`config.mk`:
```
export PLATFORM = sky130hd
export DESIGN_NAME = bsalu_top
export DESIGN_NICKNAME = d
export VERILOG_FILES = /design/src/rtl/bsalu_pkg.sv /design/src/rtl/bsalu_decode.sv /design/src/rtl/bsalu_slice.sv /design/src/rtl/bsalu_top.sv
export SDC_FILE = /design/constraint.sdc
export NUM_CORES = 1
export LEC_CHECK = 0
export ABC_CLOCK_PERIOD_IN_PS = 4400
export CORE_MARGIN = 5
export CORE_UTILIZATION = 30
export DETAILED_ROUTE_END_ITERATION = 16
export DONT_BUFFER_PORTS = 1
export PLACE_DENSITY = 0.54
export SLEW_MARGIN = 30
export SYNTH_ARGS = -nofsm -noshare
export SYNTH_HDL_FRONTEND = slang
export SYNTH_SLANG_ARGS = --single-unit
```
`constraint.sdc`:
```
create_clock -name clk -period 4.4 [get_ports clk]
set_input_delay 0.88 -clock clk [delete_from_list [all_inputs] [get_ports clk]]
set_output_delay 0.88 -clock clk [all_outputs]
set_load 0.01 [all_outputs]
```
`src/rtl/bsalu_pkg.sv`:
```
package bsalu_pkg;

  // Decoded operation carried to every slice
  typedef enum logic [2:0] {
    OP_NONE = 3'd0,
    OP_ADD  = 3'd1,
    OP_AND  = 3'd2,
    OP_OR   = 3'd3,
    OP_XOR  = 3'd4
  } alu_op_e;

  // Mode word encodings: bit 2 = first control bit, bit 0 = third
  localparam logic [2:0] MODE_ADD = 3'b100;
  localparam logic [2:0] MODE_AND = 3'b110;
  localparam logic [2:0] MODE_OR  = 3'b001;
  localparam logic [2:0] MODE_XOR = 3'b101;

endpackage

```
`src/rtl/bsalu_decode.sv`:
```
module bsalu_decode
  import bsalu_pkg::*;
(
  input  logic [2:0] mode,
  output alu_op_e    op,
  output logic       use_carry
);

  always_comb begin
    unique case (mode)
      MODE_ADD: op = OP_ADD;
      MODE_AND: op = OP_AND;
      MODE_OR:  op = OP_OR;
      MODE_XOR: op = OP_XOR;
      default:  op = OP_NONE;
    endcase
  end

  assign use_carry = (op == OP_ADD);

endmodule

```
`src/rtl/bsalu_slice.sv`:
```
module bsalu_slice
  import bsalu_pkg::*;
(
  input  alu_op_e op,
  input  logic    a,
  input  logic    b,
  input  logic    cy_in,
  output logic    r,
  output logic    cy_out
);

  logic prop;
  logic gen;

  assign prop = a ^ b;
  assign gen  = a & b;

  // carry always formed from the two terms; the top decides whether it counts
  assign cy_out = gen | (prop & cy_in);

  always_comb begin
    unique case (op)
      OP_ADD:  r = prop ^ cy_in;
      OP_AND:  r = gen;
      OP_OR:   r = prop | gen;
      OP_XOR:  r = prop;
      default: r = 1'b0;
    endcase
  end

endmodule

```
`src/rtl/bsalu_top.sv`:
```
module bsalu_top
  import bsalu_pkg::*;
#(
  parameter int W = 8
) (
  input  logic         clk,
  input  logic         rst,
  input  logic [2:0]   mode,
  input  logic [W-1:0] opa,
  input  logic [W-1:0] opb,
  input  logic         cin_n,
  output logic [W-1:0] res_n,
  output logic         cout_n
);

  localparam int CHAIN = W + 1;

  alu_op_e          op;
  logic             use_carry;
  logic [CHAIN-1:0] chain;
  logic [W-1:0]     res_t;
  logic [W-1:0]     res_n_q;
  logic             cout_n_q;

  bsalu_decode u_dec (
    .mode      (mode),
    .op        (op),
    .use_carry (use_carry)
  );

  assign chain[0] = ~cin_n;

  generate
    for (genvar i = 0; i < W; i++) begin : g_slice
      bsalu_slice u_slice (
        .op     (op),
        .a      (opa[i]),
        .b      (opb[i]),
        .cy_in  (chain[i]),
        .r      (res_t[i]),
        .cy_out (chain[i+1])
      );
    end
  endgenerate

  always_ff @(posedge clk) begin
    if (rst) begin
      res_n_q  <= '1;
      cout_n_q <= 1'b1;
    end else begin
      res_n_q  <= ~res_t;
      cout_n_q <= ~(use_carry & chain[W]);
    end
  end

  assign res_n  = res_n_q;
  assign cout_n = cout_n_q;

endmodule

```
==> results of run 1 <==
state kept, by name, summed over array words and instances (netlist names):
register and count:
cout_n 1, res_n 8
worst max-delay path: stages:
cell     delay (ps)
inv_1            50
fa_1            150
inv_1            40
fa_1            380
fa_1            390
fa_1            390
fa_1            390
fa_1            380
inv_1            80
fa_1            170
inv_1            50
fa_1            420
o21ai_0         160
a22oi_1          80
area by class of cell:
class                   count  area share, %
multi-input cells          66           65.4
flip-flops and latches      9           19.5
inverters                  20           8.12
well taps                  31           4.19
clock buffers               4           2.84
cells in the mapped netlist:
master / instances / area (µm²)
o21ai_0: 14 / 70.1
nor3b_4: 1 / 18.8
nor3b_2: 1 / 12.5
a22oi_1: 8 / 60.1
mux2_2: 2 / 22.5
buf_2: 3 / 15.0
nor2_1: 1 / 3.75
inv_1: 20 / 75.1
fa_1: 8 / 160
nand2_1: 15 / 56.3
dfxtp_1: 9 / 180
ha_1: 16 / 200
layout by cell type, fill, tap and decap left out:
master,instances
a22oi_1,8
clkbuf_1,1
clkbuf_4,3
dfxtp_1,9
fa_1,8
ha_1,16
inv_1,20
mux2_2,2
nand2_1,15
nor2_1,1
nor3b_2,1
nor3b_4,1
o21ai_0,14
routing by layer:
metal  GRT usage [%]  wire length (µm)  up-vias
met1            8.51               676      289
met4           0.779                 0        0
li1                -                 -      315
met2            14.1               822       18
met3            5.43               194        0
met5               0                 0        -
power by group through the flow:
stage	Clock [W]	Combinational [W]	Sequential, W
after floorplan	0	0.0000418	0.0000917
after global placement	0	0.0000455	0.0000926
after detailed placement	0	0.0000483	0.0000926
after CTS	0.0000662	0.0000487	0.0000908
after global routing	0.0000691	0.0000563	0.0000909
final	0.0000625	0.0000476	0.0000906
per-stage QoR:
step | setup WS [ps] | instances | cell area, µm² | utilization [%]
2_1_floorplan | 393 | 98 | 875 | -
4_1_cts | 474 | 130 | 925 | 33.2
3_5_place_dp | 197 | 126 | 898 | 32.3
6_report | 477 | 130 | 925 | 33.2
3_3_place_gp | 234 | 126 | 898 | 32.3
5_1_grt | 353 | 130 | 925 | 33.2
cell families after synthesis:
logic type               after synthesis
flip-flops                             9
buffers and inverters                 23
AND/OR/NAND/NOR                       18
adder cells (fa/ha/maj)               24
AO/OA/AOI/OAI                         22
multiplexers                           2
final timing paths:
kind                 from                   to  slack (ps)  cells past startpoint
setup / recovery    cin_n  res_n[7]$_SDFF_PP1_         480                     14
hold / removal    mode[1]    cout_n$_SDFF_PP1_         730                      2
==> results_dict.tcl, run 1 <==
set metrics [dict create \
    cts_made_buffers 3 \
    core_area_um2 2780 \
    synthSimpleGateAreaFrac_pct 10.4 \
    timing.critical_path.to_type "flip-flop" \
    synth_nets 144 \
    grt_setup_unrepaired "false" \
    groute.usage.overall_pct 8.15 \
    detailedRoute.firstIterationViolations 10 \
    vdd.ir_drop.worst_mv 0.136 \
    min_period_over_period_pct 89.2 \
    timing.critical_path.fanout_max 1 \
    synthXorXnorAreaFrac_pct 0 \
    detail_route.vias_per_cell 4.78 \
    area_growth_pct 5.72 \
    startpoint_type "input port" \
    drt-total-wl_um 1690 \
    start_util_pct 31.4 \
    first_global_vias 654 \
    antenna_cells 0 \
    finalHoldWorstSlack_ps 727 \
    synth_compound_area_share_pct 14.9 \
    drv.max_cap_violation_count 0 \
    clock_power_share_pct 31.1 \
    wire_per_inst_um 13.0 \
    crit_required_ps 4510 \
    seq_area_frac_synth_pct 20.6 \
    hold_viol 0 \
    max_slew_margin_pct 62.8 \
    power.net_switching_w 0.0000569 \
    fmaxAchievable_mhz 255 \
    clock-sinks 9 \
    syn-instance-count 98 \
    rows 19 \
    crit_arrival_ps 4030 \
    register_area_um2 180 \
    synth_warnings 0 \
    root_buffer_master "clkbuf_4" \
    totalNegativeSetupSlack_ps 0 \
    timing_max_transition_violations_final 0 \
    timing_worst_slew_pin_value_ps 556 \
    setup.worst_path.class "in2reg" \
    final_antenna_net_count 0 \
    cts_resized 0 \
    syn_area_per_cell_um2 8.92 \
    power.leakage_nw 0.450 \
    post-dp-hpwl_um 1410 \
    power.share.switching_pct 28.4 \
    die_h_um 64.0 \
    antenna_found_initial 0 \
    io_buffers 0 \
    portion_of_netlist_area_occupied_by_mux_cells_pct 2.58 \
    detail_route.drc_violations 0 \
    finish.net_count 146 \
    multiInputGateArea_um2 604 \
    synth_adder_area_share_pct 41.2 \
    grt_first_pass_wirelength_um 2700 \
    comb_power_share_pct 23.7 \
    synthesis.area_um2 875 \
    holdCritPathClass "in2reg" \
    die_w_um 64.0 \
    die-area_um2 4100 \
    status "finished clean" \
    globalRouteOverflowTotal 0 \
    grt_max_degree 18 \
    setup_viol 0 \
    finalWorstPathRequiredPeriod_ps 3920 \
    cts.clk_slew.worst_paths_ps 60 \
    synth_seq_cells 9 \
    combinational_family_with_the_most_area_after_synthesis "adder cells" \
    detailedRoute.firstPassIterationCount 4 \
    cts_tree "yes" \
    p_int_w 0.000144 \
    synth.distinct_cells 12 \
    finalPower_w 0.000201 \
    postCtsHoldBufs 0 \
    vias 622 \
    proportion_of_layout_cells_with_a_drive_suffix_above_1_pct 7.07 \
    htree_levels 1 \
    fillers 297 \
    cts.repair_timing.setup_buffer_count 0 \
    clock_path_buffers 2 \
    power_density_nw_per_um2 217 \
    seqPwrFrac_pct 45.1 \
    gp_congestion 0.694 \
    ios 31 \
]
Note: power is estimated with default switching activity, not from simulation.
==> inputs of run 2 (changes only) <==
--- a/config.mk
+++ b/config.mk
@@ -10,7 +10,6 @@
 export CORE_UTILIZATION = 30
 export DETAILED_ROUTE_END_ITERATION = 16
 export DONT_BUFFER_PORTS = 1
-export PLACE_DENSITY = 0.54
 export SLEW_MARGIN = 30
 export SYNTH_ARGS = -nofsm -noshare
 export SYNTH_HDL_FRONTEND = slang
==> results_dict.tcl, run 2 (same netlist as run 1, synthesis figures left out) <==
set metrics [dict create \
    holdCritPathClass "in2reg" \
    crit_required_ps 4510 \
    htree_levels 1 \
    rows 19 \
    core_area_um2 2780 \
    setup_viol 0 \
    largest_register_ff_count 8 \
    power.leakage_nw 0.450 \
    power.share.switching_pct 29.2 \
    startpoint_type "input port" \
    hp-start "mode[1]" \
    grt_util_met3_pct 6.65 \
    clock-sinks 9 \
    clock_path_buffers 2 \
    ios 31 \
    groute.usage.overall_pct 9.51 \
    globalRoute.busiestLayer "met2" \
    vdd.ir_drop.worst_mv 0.151 \
    fmaxAchievable_mhz 253 \
    vias 614 \
    clock_power_share_pct 31.9 \
    die_h_um 64.0 \
    cts_resized 0 \
    seqPwrFrac_pct 44.6 \
    grt_first_pass_wirelength_um 3040 \
    root_buffer_master "clkbuf_4" \
    cts.clk_slew.worst_paths_ps 60 \
    die_w_um 64.0 \
    p_int_w 0.000144 \
    detail_route.vias_per_cell 4.72 \
    proportion_of_layout_cells_with_a_drive_suffix_above_1_pct 7.07 \
    hold_depth 2 \
    hold_viol 0 \
    globalRouteOverflowTotal 0 \
    first_global_vias 700 \
    crit_arrival_ps 4060 \
    power_density_nw_per_um2 220 \
    area_growth_pct 5.72 \
    finalWorstPathRequiredPeriod_ps 3950 \
    grt_max_degree 18 \
    timing.critical_path.fanout_max 1 \
    use_met2_pct 14.9 \
    final_antenna_net_count 0 \
    min_period_over_period_pct 89.8 \
    finish.net_count 146 \
    power.net_switching_w 0.0000592 \
    cts.repair_timing.setup_buffer_count 0 \
    grt_setup_unrepaired "false" \
    finalHoldWorstSlack_ps 724 \
    timing.critical_path.to_type "flip-flop" \
    layout_common_cells "inv_1 (20), ha_1 (16), nand2_1 (15)" \
    wire_per_inst_um 13.5 \
    totalNegativeSetupSlack_ps 0 \
    antenna_found_initial 0 \
    groute.layer.met1.usage_pct 10.7 \
    drt-total-wl_um 1760 \
    setup.worst_path.class "in2reg" \
    detailedRoute.firstIterationViolations 22 \
    detail_route.drc_violations 0 \
    antenna_cells 0 \
    drv.max_cap_violation_count 0 \
    gp_congestion 0.637 \
    detailedRoute.firstPassIterationCount 4 \
    max_slew_margin_pct 63.0 \
    status "finished clean" \
    timing_max_transition_violations_final 0 \
    io_buffers 0 \
    hold_path_end "cout_n$_SDFF_PP1_" \
    mostFrequentLayoutCell "inv_1" \
    cts_tree "yes" \
    comb_power_share_pct 23.5 \
    postCtsHoldBufs 0 \
    timing_worst_slew_pin_value_ps 552 \
    start_util_pct 31.4 \
    cts_made_buffers 3 \
    die-area_um2 4100 \
    post-dp-hpwl_um 1440 \
]
[run 2: cell counts in the layout (fill, tap and decap cells not counted)]
Identical to the previous run, type by type.
[run 2: how the worst max path moves through the flow]
stage               start                   to  cells after the start
floorplan           cin_n  res_n[7]$_SDFF_PP1_                     14
global placement    cin_n  res_n[7]$_SDFF_PP1_                     14
detailed placement  cin_n  res_n[7]$_SDFF_PP1_                     14
CTS                 cin_n  res_n[7]$_SDFF_PP1_                     14
global route        cin_n  res_n[7]$_SDFF_PP1_                     14
finish              cin_n  res_n[7]$_SDFF_PP1_                     14
[run 2: through the flow]
step	setup slack (ps)	cells	instance area, µm²	util (%)	power, W
2_1_floorplan	393	98	875	-	0.000134
3_3_place_gp	199	126	898	32.3	0.000138
3_5_place_dp	140	126	898	32.3	0.000142
4_1_cts	430	130	925	33.2	0.000209
5_1_grt	341	130	925	33.2	0.000223
6_report	448	130	925	33.2	0.000203
[run 2: per-layer routing]
layer | share of wire [%] | up-vias
li1 | - | 316
met1 | 38 | 278
met2 | 49 | 20
met3 | 13 | 0
met4 | 0 | 0
met5 | 0 | -
[run 2: final cells by class]
type                    count  area (µm²)
fillers                   295        1860
multi-input cells          66         604
flip-flops and latches      9         180
inverters                  20        75.1
well taps                  31        38.8
clock buffers               4        26.3
[run 2: critical path: stages]
cell and delay [ps]:
inv_1 40, fa_1 150, inv_1 50, fa_1 380, fa_1 390, fa_1 400, fa_1 410, fa_1 380
inv_1 80, fa_1 170, inv_1 50, fa_1 430, o21ai_0 160, a22oi_1 80
[run 2: power groups by stage]
stage | combinational, W | sequential (W) | clock (W)
finish | 0.0000476 | 0.0000907 | 0.0000648
global route | 0.0000588 | 0.0000910 | 0.0000729
CTS | 0.0000491 | 0.0000909 | 0.0000692
detailed placement | 0.0000488 | 0.0000927 | 0
global placement | 0.0000452 | 0.0000928 | 0
floorplan | 0.0000418 | 0.0000917 | 0
==> inputs of run 3 (changes only) <==
--- a/config.mk
+++ b/config.mk
@@ -6,6 +6,7 @@
 export NUM_CORES = 1
 export LEC_CHECK = 0
 export ABC_CLOCK_PERIOD_IN_PS = 4400
+export CAP_MARGIN = 5
 export CORE_MARGIN = 5
 export CORE_UTILIZATION = 30
 export DETAILED_ROUTE_END_ITERATION = 16
==> results of run 3 <==
No change in the layout: final DEF, timing and power equal those of run 2.
